==> config.mk <==
export PLATFORM = sky130hd
export DESIGN_NAME = wdt_wprot
export DESIGN_NICKNAME = d
export VERILOG_FILES = /design/src/rtl/wdt_wprot_pkg.sv /design/src/rtl/wprot_unlock.sv /design/src/rtl/wprot_decide.sv /design/src/rtl/wprot_regs.sv /design/src/rtl/wdt_wprot.sv
export SDC_FILE = /design/constraint.sdc
export NUM_CORES = 1
export LEC_CHECK = 0
export ABC_CLOCK_PERIOD_IN_PS = 2200
export BUFFER_PORTS_ARGS = -buffer_cell sky130_fd_sc_hd__buf_2
export CAP_MARGIN = 20
export CORE_MARGIN = 2
export CORE_UTILIZATION = 51
export DETAILED_ROUTE_END_ITERATION = 6
export GPL_ROUTABILITY_DRIVEN = 0
export GPL_TIMING_DRIVEN = 0
export MAX_ROUTING_LAYER = met4
export PLACE_DENSITY_LB_ADDON = 0.15
export SLEW_MARGIN = 5
export SYNTH_ARGS = -nofsm -noshare
export SYNTH_HDL_FRONTEND = slang
export SYNTH_SLANG_ARGS = --single-unit
==> constraint.sdc <==
create_clock -name clk -period 2.2 [get_ports clk]
set_input_delay 0.33 -clock clk [delete_from_list [all_inputs] [get_ports clk]]
set_output_delay 0.33 -clock clk [all_outputs]
set_load 0.02 [all_outputs]
==> src/rtl/wdt_wprot_pkg.sv <==
package wdt_wprot_pkg;

  // bit positions inside the main control register
  localparam int EN_BIT   = 0;
  localparam int PROT_BIT = 1;
  localparam int LOCK_BIT = 7;

  // number of registers in the freezable primary group (addresses 0..NPRI-1)
  localparam int NPRI = 4;
  // total number of registers
  localparam int NREG = 7;

  typedef enum logic [1:0] {
    ACT_IGNORE = 2'd0,
    ACT_COMMIT = 2'd1,
    ACT_ENSET  = 2'd2,
    ACT_REJECT = 2'd3
  } wr_act_e;

endpackage

==> src/rtl/wprot_unlock.sv <==
module wprot_unlock #(
  parameter int DW      = 8,
  parameter logic [DW-1:0] KEY = 8'hD8,
  parameter int WIN_CYC = 4
) (
  input  logic          clk,
  input  logic          rst,
  input  logic          key_wr,
  input  logic [DW-1:0] key_data,
  input  logic          consume,
  output logic          win_open
);
  localparam int CW = $clog2(WIN_CYC + 1);

  logic [CW-1:0] cnt_q;

  always_ff @(posedge clk) begin
    if (rst) begin
      cnt_q <= '0;
    end else if (key_wr) begin
      cnt_q <= (key_data == KEY) ? CW'(WIN_CYC) : '0;
    end else if (consume) begin
      cnt_q <= '0;
    end else if (cnt_q != '0) begin
      cnt_q <= cnt_q - 1'b1;
    end
  end

  assign win_open = (cnt_q != '0);

  // a correct key opens the window on the next cycle
  a_r9_key_opens: assert property (@(posedge clk) disable iff (rst)
    (key_wr && key_data == KEY) |=> win_open);

  // a protected commit spends the window
  a_r10_single_use: assert property (@(posedge clk) disable iff (rst)
    (consume && !key_wr) |=> !win_open);

  // the count never exceeds the window length
  a_r11_bounded: assert property (@(posedge clk) disable iff (rst)
    cnt_q <= CW'(WIN_CYC));

endmodule

==> src/rtl/wprot_decide.sv <==
module wprot_decide
  import wdt_wprot_pkg::*;
#(
  parameter int AW = 3
) (
  input  logic          clk,
  input  logic          rst,
  input  logic          wr_en,
  input  logic          wr_key,
  input  logic [AW-1:0] wr_addr,
  input  logic          data_en,
  input  logic          lock,
  input  logic          prot,
  input  logic          win_open,
  output wr_act_e       act,
  output logic          consume,
  output logic          wr_err,
  output logic          wr_ready
);
  logic is_pri, is_sec, need_win;

  assign is_pri = (wr_addr < AW'(NPRI));
  assign is_sec = !is_pri && (wr_addr < AW'(NREG));

  always_comb begin
    act      = ACT_IGNORE;
    need_win = 1'b0;
    if (wr_en && !wr_key) begin
      if (is_pri) begin
        if (lock) begin
          act = (wr_addr == '0 && data_en) ? ACT_ENSET : ACT_REJECT;
        end else if (prot) begin
          need_win = 1'b1;
          act      = win_open ? ACT_COMMIT : ACT_REJECT;
        end else begin
          act = ACT_COMMIT;
        end
      end else if (is_sec) begin
        if (lock || prot) begin
          need_win = 1'b1;
          act      = win_open ? ACT_COMMIT : ACT_REJECT;
        end else begin
          act = ACT_COMMIT;
        end
      end
    end
  end

  assign consume  = (act == ACT_COMMIT) && need_win;
  assign wr_err   = (act == ACT_REJECT);
  assign wr_ready = wr_en && !wr_err;

  // an error response only ever answers a strobed write
  a_r12_err_strobed: assert property (@(posedge clk) disable iff (rst)
    wr_err |-> wr_en);

  // with lock or protect enable, auxiliary commits need an open window
  a_r7_aux_needs_window: assert property (@(posedge clk) disable iff (rst)
    (wr_en && !wr_key && is_sec && (lock || prot) && !win_open) |-> wr_err);

endmodule

==> src/rtl/wprot_regs.sv <==
module wprot_regs
  import wdt_wprot_pkg::*;
#(
  parameter int DW = 8,
  parameter int AW = 3
) (
  input  logic                     clk,
  input  logic                     rst,
  input  wr_act_e                  act,
  input  logic                     wr_en,
  input  logic                     wr_key,
  input  logic [AW-1:0]            wr_addr,
  input  logic [DW-1:0]            wr_data,
  output logic [NREG-1:0][DW-1:0]  regs_q,
  output logic                     lock,
  output logic                     prot
);
  localparam logic [DW-1:0] STICKY = DW'((1 << EN_BIT) | (1 << LOCK_BIT));
  localparam logic [DW-1:0] EN_MSK = DW'(1 << EN_BIT);

  for (genvar i = 0; i < NREG; i++) begin : g_reg
    logic hit;
    assign hit = (act == ACT_COMMIT) && (wr_addr == AW'(i));
    if (i == 0) begin : g_main
      always_ff @(posedge clk) begin
        if (rst)                    regs_q[i] <= '0;
        else if (hit)               regs_q[i] <= wr_data | (regs_q[i] & STICKY);
        else if (act == ACT_ENSET)  regs_q[i] <= regs_q[i] | EN_MSK;
      end
    end else begin : g_plain
      always_ff @(posedge clk) begin
        if (rst)      regs_q[i] <= '0;
        else if (hit) regs_q[i] <= wr_data;
      end
    end
  end

  assign lock = regs_q[0][LOCK_BIT];
  assign prot = regs_q[0][PROT_BIT];

  // lock is sticky
  a_r4_lock_sticky: assert property (@(posedge clk) disable iff (rst)
    lock |=> lock);

  // enable is set-only
  a_r5_en_sticky: assert property (@(posedge clk) disable iff (rst)
    regs_q[0][EN_BIT] |=> regs_q[0][EN_BIT]);

  // locked interrupt-control register does not move on a write
  a_r3_irq_frozen: assert property (@(posedge clk) disable iff (rst)
    (lock && wr_en && !wr_key && wr_addr == AW'(1)) |=> $stable(regs_q[1]));

  // a locked enable-set write only touches bit 0
  a_r6_enset_only: assert property (@(posedge clk) disable iff (rst)
    (lock && wr_en && !wr_key && wr_addr == '0 && wr_data[EN_BIT])
    |=> (regs_q[0][EN_BIT] && $stable(regs_q[0][DW-1:1])));

endmodule

==> src/rtl/wdt_wprot.sv <==
module wdt_wprot
  import wdt_wprot_pkg::*;
#(
  parameter int DW      = 8,
  parameter logic [DW-1:0] KEY = 8'hD8,
  parameter int WIN_CYC = 4
) (
  input  logic          clk,
  input  logic          rst,
  input  logic          wr_en,
  input  logic          wr_key,
  input  logic [2:0]    wr_addr,
  input  logic [DW-1:0] wr_data,
  output logic [DW-1:0] cfg_main,
  output logic [DW-1:0] cfg_irq,
  output logic [DW-1:0] cfg_rst,
  output logic [DW-1:0] cfg_win,
  output logic [DW-1:0] cfg_aux,
  output logic [DW-1:0] irq_flags,
  output logic [DW-1:0] cmd_reg,
  output logic          wr_ready,
  output logic          wr_err
);
  localparam int AW = 3;

  wr_act_e                  act;
  logic                     consume, win_open, lock, prot;
  logic [NREG-1:0][DW-1:0]  regs_q;

  wprot_unlock #(.DW(DW), .KEY(KEY), .WIN_CYC(WIN_CYC)) unlock_i (
    .clk      (clk),
    .rst      (rst),
    .key_wr   (wr_en && wr_key),
    .key_data (wr_data),
    .consume  (consume),
    .win_open (win_open)
  );

  wprot_decide #(.AW(AW)) decide_i (
    .clk      (clk),
    .rst      (rst),
    .wr_en    (wr_en),
    .wr_key   (wr_key),
    .wr_addr  (wr_addr),
    .data_en  (wr_data[EN_BIT]),
    .lock     (lock),
    .prot     (prot),
    .win_open (win_open),
    .act      (act),
    .consume  (consume),
    .wr_err   (wr_err),
    .wr_ready (wr_ready)
  );

  wprot_regs #(.DW(DW), .AW(AW)) regs_i (
    .clk     (clk),
    .rst     (rst),
    .act     (act),
    .wr_en   (wr_en),
    .wr_key  (wr_key),
    .wr_addr (wr_addr),
    .wr_data (wr_data),
    .regs_q  (regs_q),
    .lock    (lock),
    .prot    (prot)
  );

  assign cfg_main  = regs_q[0];
  assign cfg_irq   = regs_q[1];
  assign cfg_rst   = regs_q[2];
  assign cfg_win   = regs_q[3];
  assign cfg_aux   = regs_q[4];
  assign irq_flags = regs_q[5];
  assign cmd_reg   = regs_q[6];

endmodule

## After elaboration in Yosys (flattened, before gate mapping)

Index checks and enable logic that the tools add are counted.

| storage, ports and cells | value |
|---|---|
| register bits | 59 |
| bits of input ports | 15 |
| output and inout bits | 58 |
| word-level logic and storage cells | 64 |

| operators by class | value |
|---|---|
| $add $sub $neg | 1 |
| $lt $le $gt $ge | 2 |
| equality and inequality tests | 10 |
| multiplexer cells | 20 |
| bitwise logic cells | 1 |
| reductions and logical operators | 21 |

Operator list:

| operator | count |
|---|---|
| 2-to-1 mux 2 bit | 7 |
| logical AND 1 bit | 13 |
| 2-to-1 mux 3 bit | 4 |
| == test 3 bit (second input constant) | 3 |
| == test 8 bit (second input constant) | 1 |
| 2-to-1 mux 1 bit | 8 |
| 2-to-1 mux 8 bit | 1 |
| bitwise OR 8 bit | 1 |
| == test 3 x 2 -> 1 bit (second input constant) | 2 |
| less-than comparator 3 bit (second input constant) | 2 |
| nonzero test 3 bit | 2 |
| == test 2 bit (second input constant) | 2 |
| == test 3 x 1 -> 1 bit (second input constant) | 1 |
| zero test 1 bit | 3 |
| zero test 3 bit | 1 |
| subtractor 3 x 1 -> 3 bit (second input constant) | 1 |
| == test 2 x 1 -> 1 bit (second input constant) | 1 |
| nonzero test 2 bit | 1 |
| logical OR 1 bit | 1 |

## Depth between registers and ports, before layout

Gate-level depths: netlist of run 1.

| depth | value |
|---|---|
| word-level depth | 10 |
| mapped depth | 8 |
| gate-level depth less buffers | 6 |

## Cells and area by module

A second synthesis of run 1 with hierarchy kept.

| second synthesis, totals | value |
|---|---|
| cells, all modules | 232 |
| area, all modules | 2521.2 µm² |

By module, submodules not included:

| module | instances | cells an instance | area each (µm²) | seq. area each (µm²) |
|---|---|---|---|---|
| wprot_regs | 1 | 200 | 2235.9 | 1121.1 |
| wprot_unlock | 1 | 19 | 185.2 | 60.1 |
| wprot_decide | 1 | 12 | 93.8 | 0.0 |
| wdt_wprot | 1 | 1 | 6.3 | 0.0 |

## Worst setup path before layout of run 1

Ideal clock, no wire load.

| timing | value |
|---|---|
| path type | flip-flop to output port |
| from | reg unlock_i.cnt_q[0] |
| to | out wr_ready |
| arrival | 1.464 ns |
| data required time | 1.870 ns |
| path slack | 0.406 ns |
| stages on the path, launching flop included | 8 |
| path buffers | 1 |
| cell sequence | dfxtp_1 inv_1 ha_1 ha_1 buf_6 nor2b_1 o31ai_1 a31oi_1 |

| on the way | value |
|---|---|
| cells in the longest elaborated chain, start to end | 9 |
| elaborated cells on any way between the ends | 11 |
| those cells by class | 1 x eq/ne; 7 x mux; 3 x reduce/logical |

RTL lines:

| item | line | RTL |
|---|---|---|
| start: declaration | wprot_unlock.sv:15 | `logic [CW-1:0] cnt_q;` |
| start signal: assignment | wprot_unlock.sv:21 | `cnt_q <= (key_data == KEY) ? CW'(WIN_CYC) : '0;` |
| start signal: assignment | wprot_unlock.sv:25 | `cnt_q <= cnt_q - 1'b1;` |
| nonzero test 3 bit (*) | wprot_unlock.sv:29 | `assign win_open = (cnt_q != '0);` |
| 2-to-1 mux 2 bit (*) | wprot_decide.sv:34, wprot_decide.sv:41 |  |
| 2-to-1 mux 2 bit, on equally long branches | wprot_decide.sv:39, wprot_decide.sv:32 |  |
| 2-to-1 mux 2 bit, on equally long branches | wprot_decide.sv:38, wprot_decide.sv:30 |  |
| 2-to-1 mux 2 bit (*) | wprot_decide.sv:29 | `if (is_pri) begin` |
| 2-to-1 mux 2 bit (*) | wprot_decide.sv:28 | `if (wr_en && !wr_key) begin` |
| == test 2 bit (*) | wprot_decide.sv:50 | `assign wr_err = (act == ACT_REJECT);` |
| zero test 1 bit (*) | wprot_decide.sv:51 | `assign wr_ready = wr_en && !wr_err;` |
| logical AND 1 bit (*) | wprot_decide.sv:51 |  |
| end: declaration | wdt_wprot.sv:21 | `output logic wr_ready,` |

Mark *: on every way between the ends. The rest lies on a longest branch, timed or not.

## Final worst setup path of run 1

Same ends and word-level chain as after synthesis.

==> results.json, run 1 <==
{
  "status": "finished clean",
  "hp-class": "primary input to register",
  "endpoint": "wr_ready",
  "synth_nets": 252,
  "period_needed_ns": 2.108,
  "dp_hpwl_um": 3988,
  "clk_latency_ns": 0.34,
  "worst_slew_pin_slew_ns": 0.4473,
  "fill_cells": 421,
  "tns_ns": 0,
  "ctsLongestPathBuffers": 2,
  "power_density_mw_per_mm2": 746.2,
  "firstDrtPassIters": 4,
  "nets": 335,
  "crit_arrival_ns": 1.78,
  "hold_viol": 0,
  "cp.required_ns": 1.87,
  "synth.cell_area_sq_mm": 0.002564,
  "grt_pass1_wl_um": 9370,
  "core-area_sq_mm": 0.004786,
  "synthDistinctLibCells": 36,
  "r2r_setup_slack_ns": 0.24,
  "port_buffers": 70,
  "diodes": 0,
  "cap_violations": 0,
  "worst_hold_slack_ns": 0.2515,
  "netlist_instances": 235,
  "drtIter0Drc": 48,
  "grt_max_degree": 11,
  "power.total_uw": 2392,
  "clock_skew_ns": 0.007851,
  "cp-end-kind": "primary output",
  "relSlewSlack_pct": 69.76,
  "final_cell_mix": "buf_2, nand2b_1, dfxtp_1, mux2i_1, clkbuf_8",
  "area_delta_synth_final_pct": 25.04,
  "die-area_sq_mm": 0.005610,
  "r2r_cells": 9,
  "drtAntennaViolNets": 0,
  "placed_cell_area_sq_mm": 0.002998,
  "grt_pass1_vias": 1866,
  "crit_path_start": "unlock_i.cnt_q[0]",
  "syn_area_per_cell_sq_um": 10.91,
  "die_h_um": 74.90,
  "yosysSeqAreaShare_pct": 46.07,
  "finalSetupViolations": 0,
  "power_leakage_uw": 0.001662,
  "ys_ff_latch": 59,
  "max_freq_mhz": 474.4,
  "cts_buffers": 9,
  "stdcell_area_sq_mm": 0.003206,
  "mostFrequentLayoutCell": "buf_2",
  "drive_above_1_share_pct": 33.75,
  "tritoncts": "built",
  "worst-path-max-fanout": 6,
  "via_count": 1953,
  "grt_overflow_total": 0,
  "r2r-end": "regs_i.regs_q[19]",
  "ctsHoldBuffers": 0,
  "initial_core_util_pct": 53.57,
  "path_clk_slew_ns": 0.06,
  "max-vdd-ir-drop_v": 0.0005002,
  "final-max-slew-violation-count": 0,
  "timing.final.crit_share_pct": 95.81,
  "start_kind": "register",
  "routed_via_density": 5.008,
  "drc": 0,
  "timing.rr.start": "unlock_i.cnt_q[0]",
  "num_rows": 25,
  "clock_sink_count": 59,
  "h-tree-depth": 3,
  "grt_util_all_layers_pct": 23.46,
  "io_pins": 73,
  "cts_root_buf": "clkbuf_8",
  "fp.dieW_um": 74.90,
  "crit_type": "register to primary output",
  "antenna_found_initial": 0,
  "wl_per_cell_um": 15.01,
  "routed_wl_um": 5852,
  "yosys_warnings": 0
}
==> flip-flops by register name (all words and copies together) (netlist names) <==
signal,flops
unlock_i.cnt_q,3
regs_i.lock,1
regs_i.regs_q,54
regs_i.prot,1
==> cell usage after synthesis, drive strengths merged <==
cell type  count  area, sq um
a2111oi        2        25.02
a211oi         1        20.02
a21oi          1        5.000
a31o           1        8.760
a31oi          2        12.51
and3           1        6.260
and4           1        8.760
and4bb         1        12.51
buf            9        63.81
clkbuf         7        26.28
dfxtp         59         1181
ha             2        25.02
inv            6        22.52
mux2i         55        550.5
nand2          1        3.750
nand2b        62        387.9
nand3          2        20.02
nand3b         2        15.01
nand4          2        33.78
nand4b         2        17.52
nand4bb        1        11.26
nor2           2        7.510
nor2b          3        18.77
nor3b          1        12.51
nor4b          1        8.760
o21ai          2        10.00
o22ai          1        6.260
o31ai          2        15.01
or4            1        7.510
or4bb          1        11.26
xor2           1        8.760
==> layer usage <==
metal,GRT usage [%],vias to the layer above,routed length (um),part of all wire [%]
met5,-,-,0,0
met4,10.12,0,100,1.7
met3,5.622,12,350,6.0
met2,34.80,54,2627,45
met1,30.51,917,2773,47
li1,-,970,-,-
==> report_power, final <==
group          internal (uW)  total [uW]  switching, uW
registers               1100        1120           17.5
logic                    184         396            211
clock network            461         875            414
==> kinds of logic (layout without fill, tap and decap cells) <==
group,Yosys count,after routing,synth area share (%)
adders and majority gates,2,2,0.9759
DFF,59,59,46.07
AOI/OAI and AO/OA,12,12,4.001
and+or+nand+nor,84,84,22.74
xor gates and xnor gates,1,1,0.3417
muxes,55,55,21.47
buffers and inverters,22,110,4.392
==> cell type report <==
class,count,area [sq um],share of cell area (%)
clock buffer,11,151.4,4.723
tap,67,83.83,2.615
sequential,59,1182,36.89
multi-input combinational,154,1280,39.93
clock inverter,5,27.53,0.8587
timing repair buffer,72,367.9,11.48
buffer,16,90.09,2.810
inverter,6,22.52,0.7026
==> timing repair <==
item,in CTS,in global routing
gates resized for setup,0,5
endpoints found under the setup margin,0,2
buffers inserted,0,2
hold endpoints to repair,0,0
==> metrics by stage <==
stage | utilization, % | setup slack [ns] | std cells
final | 66.98 | 0.09214 | 390
after CTS | 66.38 | 0.02707 | 388
after floorplan | - | 0.4061 | 235
after detailed placement | 62.64 | 0.3428 | 372
after global routing | 66.98 | -0.03029 | 390
after global placement | 62.64 | 0.3494 | 372
==> how the worst min path moves through the flow <==
stage / from / to / depth (start not counted)
final: wr_en / unlock_i.cnt_q[0] / 2
after global routing: wr_en / unlock_i.cnt_q[0] / 2
after CTS: wr_en / unlock_i.cnt_q[0] / 2
after detailed placement: regs_i.regs_q[46] / regs_i.regs_q[46] / 2
after global placement: regs_i.regs_q[0] / regs_i.regs_q[0] / 2
after floorplan: wr_key / unlock_i.cnt_q[0] / 1
==> critical path: stages, from the launching register on <==
cell	delay (ns)
dfxtp_2	0.34
inv_1	0.05
ha_1	0.19
ha_2	0.18
buf_6	0.12
nand3b_1	0.11
o31ai_2	0.09
a31oi_1	0.19
buf_4	0.17
No activity file was read; power rests on OpenSTA's default activity.
==> run 2: changes to the inputs <==
ABC_CLOCK_PERIOD_IN_PS = 2600   (was 2200)
BUFFER_PORTS_ARGS = -buffer_cell sky130_fd_sc_hd__buf_4   (was -buffer_cell sky130_fd_sc_hd__buf_2)
CORE_UTILIZATION = 55   (was 51)
clock period = 2.6 ns   (was 2.2 ns; I/O delays follow)
==> run 2 against run 1 <==
Sequential power shrank 16%. Critical path depth is the same. Utilization grew 8.9 points. Register-to-register slack gained 0.50 ns. Die area shrank 6.9%. Cell count shrank 4.4%. Sequential cell count is the same. Clock power shrank 6.4%. Critical endpoint is now wr_err. Highest routed layer unchanged.
==> results.json, run 2 (synthesis gave the netlist of run 1 again) <==
{
  "drc": 0,
  "max_freq_mhz": 458.1,
  "nets": 333,
  "hold_viol": 0,
  "final-max-slew-violation-count": 0,
  "hp-class": "primary input to register",
  "grt_util_all_layers_pct": 25.26,
  "firstDrtPassIters": 4,
  "cts_setup_buffers": 0,
  "grt_pass1_wl_um": 9632,
  "path_clk_slew_ns": 0.06,
  "core-area_sq_mm": 0.004414,
  "antenna_found_initial": 0,
  "path_common_cell": "ha_1",
  "power.total_uw": 2075,
  "num_rows": 24,
  "crit_buf_inv": 3,
  "via_count": 1975,
  "clock_skew_ns": 0.009758,
  "worst_slew_pin_slew_ns": 0.4804,
  "crit_chain": "inv_1, ha_1, ha_1, buf_6, nor2b_1, o31ai_1, and3_1, buf_4",
  "die-area_sq_mm": 0.005224,
  "rsz0062_at_grt": "no",
  "area_delta_synth_final_pct": 30.60,
  "routed_via_density": 5.295,
  "finalSetupViolations": 0,
  "grt_use_met3_pct": 4.861,
  "r2r_setup_slack_ns": 0.74,
  "period_needed_ns": 2.183,
  "top_regs": "regs_i.regs_q (54), unlock_i.cnt_q (3)",
  "tns_ns": 0,
  "die_h_um": 72.28,
  "cts_buffers": 9,
  "clock_sink_count": 59,
  "power_density_mw_per_mm2": 619.7,
  "largest_reg_flops": 54,
  "final_cell_mix": "buf_4, nand2b_1, dfxtp_1, mux2i_1, clkbuf_8",
  "dp_hpwl_um": 4218,
  "critical_path.top_delay_family": "adder cells",
  "crit_arrival_ns": 1.79,
  "layoutNonFillerInstCount": 373,
  "cts_root_buf": "clkbuf_8",
  "status": "finished clean",
  "fp.dieW_um": 72.28,
  "grt_use_met1_pct": 30.93,
  "crit_type": "register to primary output",
  "wl_per_cell_um": 16.14,
  "h-tree-depth": 3,
  "dp.cells": 357,
  "relSlewSlack_pct": 67.97,
  "max-vdd-ir-drop_v": 0.0004399,
  "placed_cell_area_sq_mm": 0.003154,
  "cp_slowest_stage_delay_ns": 0.34,
  "met2_usage_pct": 40.27,
  "ctsResizeCount": 0,
  "grt_max_degree": 11,
  "max_flop_register": "regs_i.regs_q",
  "drive_above_1_share_pct": 31.78,
  "tritoncts": "built",
  "start_kind": "register",
  "diodes": 0,
  "power_leakage_uw": 0.001659,
  "ctsLongestPathBuffers": 2,
  "drtIter0Drc": 76,
  "port_buffers": 70,
  "grt_overflow_total": 0,
  "routed_wl_um": 6021,
  "cp.required_ns": 2.21,
  "io_pins": 73,
  "cap_violations": 0,
  "initial_core_util_pct": 58.08,
  "crit_path_top_delay_cell": "dfxtp_1",
  "cp-end-kind": "primary output",
  "stdcell_area_sq_mm": 0.003348,
  "ctsHoldBuffers": 0,
  "clk_latency_ns": 0.33,
  "worst-path-max-fanout": 10,
  "mostFrequentLayoutCell": "buf_4",
  "grt_busiest_layer": "met2",
  "grt_pass1_vias": 1984,
  "drtAntennaViolNets": 0,
  "timing.final.crit_share_pct": 83.96
}
[run 2: through the flow]
stage / hold slack, ns / setup WS [ns] / util, %
floorplan: 0.4854 / 0.7461 / -
finish: 0.2904 / 0.4169 / 75.85
detailed placement: 0.4638 / 0.7322 / 71.46
global route: 0.2989 / 0.2447 / 75.85
CTS: 0.2795 / 0.4054 / 75.85
global placement: 0.4594 / 0.7552 / 71.46
[run 2: per-layer routing]
layer / up-vias / routed length (um) / share of wire, %
li1: 966 / - / -
met1: 933 / 2732 / 45
met2: 69 / 2854 / 47
met3: 7 / 373 / 6.2
met4: 0 / 60 / 1.0
met5: - / 0 / 0
[run 2: cell type report]
type | instances | area, sq um
buffer | 16 | 90.09
clock buffer | 11 | 141.4
clock inverter | 5 | 52.55
fill | 336 | 1066
inverter | 6 | 22.52
multi-input combinational | 154 | 1270
sequential | 59 | 1181
tap | 52 | 65.06
timing repair buffer | 70 | 525.5
[run 2: final timing paths]
check,startpoint,end,cells past startpoint
max,unlock_i.cnt_q[0],wr_err,8
min,wr_en,unlock_i.cnt_q[0],2
max reg2reg,unlock_i.cnt_q[0],regs_i.regs_q[17],8
min reg2reg,regs_i.regs_q[18],regs_i.regs_q[18],2
[run 2: power breakdown]
| part | switching, uW | internal (uW) | leakage [uW] |
|---|---|---|---|
| Combinational | 172 | 138 | 0.00108 |
| Sequential | 14.0 | 932 | 0.000477 |
| Clock | 355 | 464 | 0.0000991 |
| Total | 541 | 1530 | 0.00166 |
==> run 3: changes to the inputs <==
ABC_AREA = 1   (was default)
ABC_CLOCK_PERIOD_IN_PS = 2100   (was 2600)
CORE_UTILIZATION = 52   (was 55)
clock period = 2.1 ns   (was 2.6 ns; I/O delays follow)
==> run 3 against run 2 <==
Critical path depth grew 1. First-iteration DRC count rose to 2.7 times the previous value. Design area grew 7.0%. Cell count rose by 43%. Worst setup slack got worse by 0.26 ns. Sequential power rose by 27%. Global-route usage increased by 0.48 points. Non-clock buffer count grew 8. Utilization fell by 5.2 points. Sequential cell count is the same. Clock skew decreased by 0.0040 ns. Critical endpoint is now wr_ready.
==> results.json, run 3 <==
{
  "crit_buf_inv": 3,
  "intPower_uw": 2009,
  "synth_nets": 392,
  "power_leakage_uw": 0.001623,
  "ys_ff_latch": 59,
  "via_count": 2736,
  "drtIter0Drc": 203,
  "start_kind": "register",
  "top_regs": "regs_i.regs_q (54), unlock_i.cnt_q (3)",
  "clock_sink_count": 59,
  "dp_worst_setup_slack_ns": -0.002754,
  "port_buffers": 71,
  "met2_usage_pct": 42.65,
  "hp-class": "primary input to register",
  "ctsHoldBuffers": 0,
  "grt_pass1_vias": 2580,
  "clock_skew_ns": 0.005748,
  "clk_latency_ns": 0.34,
  "largest_reg_flops": 54,
  "dp_hpwl_um": 5012,
  "relSlewSlack_pct": 58.68,
  "drc": 0,
  "initial_core_util_pct": 53.57,
  "synthTopCellsByArea": "dfxtp_1, nor2_1, nand4_1",
  "yosys_warnings": 0,
  "die_h_um": 76.31,
  "worst_slew_pin_slew_ns": 0.6164,
  "finalSetupViolations": 0,
  "synth_edf_count": 0,
  "cts_buffers": 9,
  "netlist_instances": 375,
  "mostFrequentLayoutCell": "nor2_1",
  "grt_overflow_total": 0,
  "rsz0062_at_grt": "no",
  "drive_above_1_share_pct": 28.88,
  "final_cell_mix": "nor2_1, buf_4, nand2_1, dfxtp_1, nand4_1",
  "routed_wl_um": 7006,
  "synth_commonest_cells": "nor2_1, nand2_1, dfxtp_1, nand4_1, inv_1",
  "switching_share_pct": 29.09,
  "path_clk_slew_ns": 0.06,
  "worst-path-max-fanout": 6,
  "io_pins": 73,
  "critical_path.top_delay_family": "simple AND/OR/NAND/NOR gates",
  "p_clk_share_pct": 35.8,
  "grt_use_met3_pct": 6.161,
  "cts_root_buf": "clkbuf_8",
  "firstDrtPassIters": 6,
  "synth_most_common_cell": "nor2_1",
  "period_needed_ns": 1.943,
  "ctsLongestPathBuffers": 2,
  "die-area_sq_mm": 0.005823,
  "cap_violations": 0,
  "h-tree-depth": 3,
  "final-max-slew-violation-count": 0,
  "antenna_found_initial": 0,
  "max-vdd-ir-drop_v": 0.0005067,
  "max_flop_register": "regs_i.regs_q",
  "cp.required_ns": 1.78,
  "num_rows": 26,
  "power_density_mw_per_mm2": 790.8,
  "routed_via_density": 5.124,
  "crit_path_start": "unlock_i.cnt_q[0]",
  "async_reset_ff_share_pct": 0,
  "nets": 476,
  "seqPwrFrac_pct": 42.2,
  "grt_busiest_layer": "met2",
  "ys.flop_type": "dfxtp_1",
  "area_delta_synth_final_pct": 31.80,
  "max_freq_mhz": 514.8,
  "syn_area_per_cell_sq_um": 7.250,
  "core-area_sq_mm": 0.005075,
  "hold_start": "rst",
  "grt_util_all_layers_pct": 25.74,
  "p_comb_share_pct": 21.9,
  "timing.rr.start": "unlock_i.cnt_q[0]",
  "fp.dieW_um": 76.31,
  "synth.cell_area_sq_mm": 0.002719,
  "yosysTopAreaCell": "dfxtp_1",
  "diodes": 0,
  "wl_per_cell_um": 13.12,
  "tns_ns": 0,
  "cp_slowest_stage_delay_ns": 0.33,
  "drtAntennaViolNets": 0,
  "synthDistinctLibCells": 26,
  "grt_use_met1_pct": 30.98,
  "layout_setup_ws_ns": 0.1573,
  "status": "finished clean",
  "crit_chain": "inv_2, ha_4, ha_4, inv_2, nand2_4, o21ai_4, nor3_4, nor2_1, buf_4",
  "crit_path_top_delay_cell": "dfxtp_2",
  "timing.final.crit_share_pct": 92.51,
  "p_sw_uw": 824.3,
  "crit_type": "register to primary output",
  "cp-end-kind": "primary output",
  "crit_arrival_ns": 1.63,
  "power.total_uw": 2834,
  "grt_max_degree": 11,
  "grt_pass1_wl_um": 11670,
  "yosysSeqAreaShare_pct": 43.44,
  "worst_hold_slack_ns": 0.1641,
  "hold_viol": 0,
  "netlist.area_leader.share_pct": 43.44,
  "tritoncts": "built"
}
-- run 3: final cells by class --
cell class	instances	area [sq um]
multi-input combinational	267	1323
timing repair buffer	75	563.0
buffer	19	125.1
sequential	59	1184
tap	70	87.58
inverter	28	107.6
fill	466	1491
clock inverter	5	52.55
clock buffer	11	141.4
-- run 3: final timing paths --
check | to | slack [ns] | depth (start not counted)
worst max-delay path | wr_ready | 0.16 | 9
worst min-delay path | unlock_i.cnt_q[0] | 0.16 | 2
worst max register to register | regs_i.regs_q[27] | 0.21 | 11
worst min register to register | regs_i.regs_q[26] | 0.47 | 2
-- run 3: timing repair --
| action | in CTS | in global routing |
|---|---|---|
| pin swaps | 1 | 3 |
| buffers inserted | 3 | 1 |
| gates resized for setup | 4 | 7 |
| setup endpoints to repair | 2 | 10 |
-- run 3: cell families after synthesis --
logic type | share of synthesized area (%)
compound gates | 2.807
simple gates | 43.26
xor+xnor | 0.3222
fa+ha+maj | 0.9202
buf+inv | 9.250
flops | 43.44
-- run 3: power groups by stage --
stage	Combinational (uW)	Clock, uW	Sequential, uW
finish	622	1020	1200
global route	684	1090	1200
global placement	475	0	1210
detailed placement	493	0	1220
CTS	543	1030	1190
floorplan	330	0	1240
-- run 3: metal layers --
layer  share of wire [%]  up-vias  wire [um]
met3                 7.0       11        487
met5                   0        -          0
met1                  43     1222       2978
met4                 1.6        0        110
met2                  49      104       3429
li1                    -     1399          -
-- run 3: metrics by stage --
stage          utilization [%]  std cells  cell area [sq um]
2_1_floorplan                -        375               2719
3_3_place_gp             65.80        516               3339
3_5_place_dp             65.80        516               3339
4_1_cts                  70.12        534               3558
5_1_grt                  70.61        534               3583
6_report                 70.61        534               3583
-- run 3: worst reg2reg max path, stage by stage (launching register included) --
cell and delay (ns):
dfxtp_2 0.34, inv_2 0.05, ha_4 0.16, ha_4 0.16
inv_2 0.08, nand2_4 0.06, o21ai_4 0.11, buf_4 0.22
buf_4 0.19, buf_4 0.18, nand4_1 0.10, a21oi_1 0.18
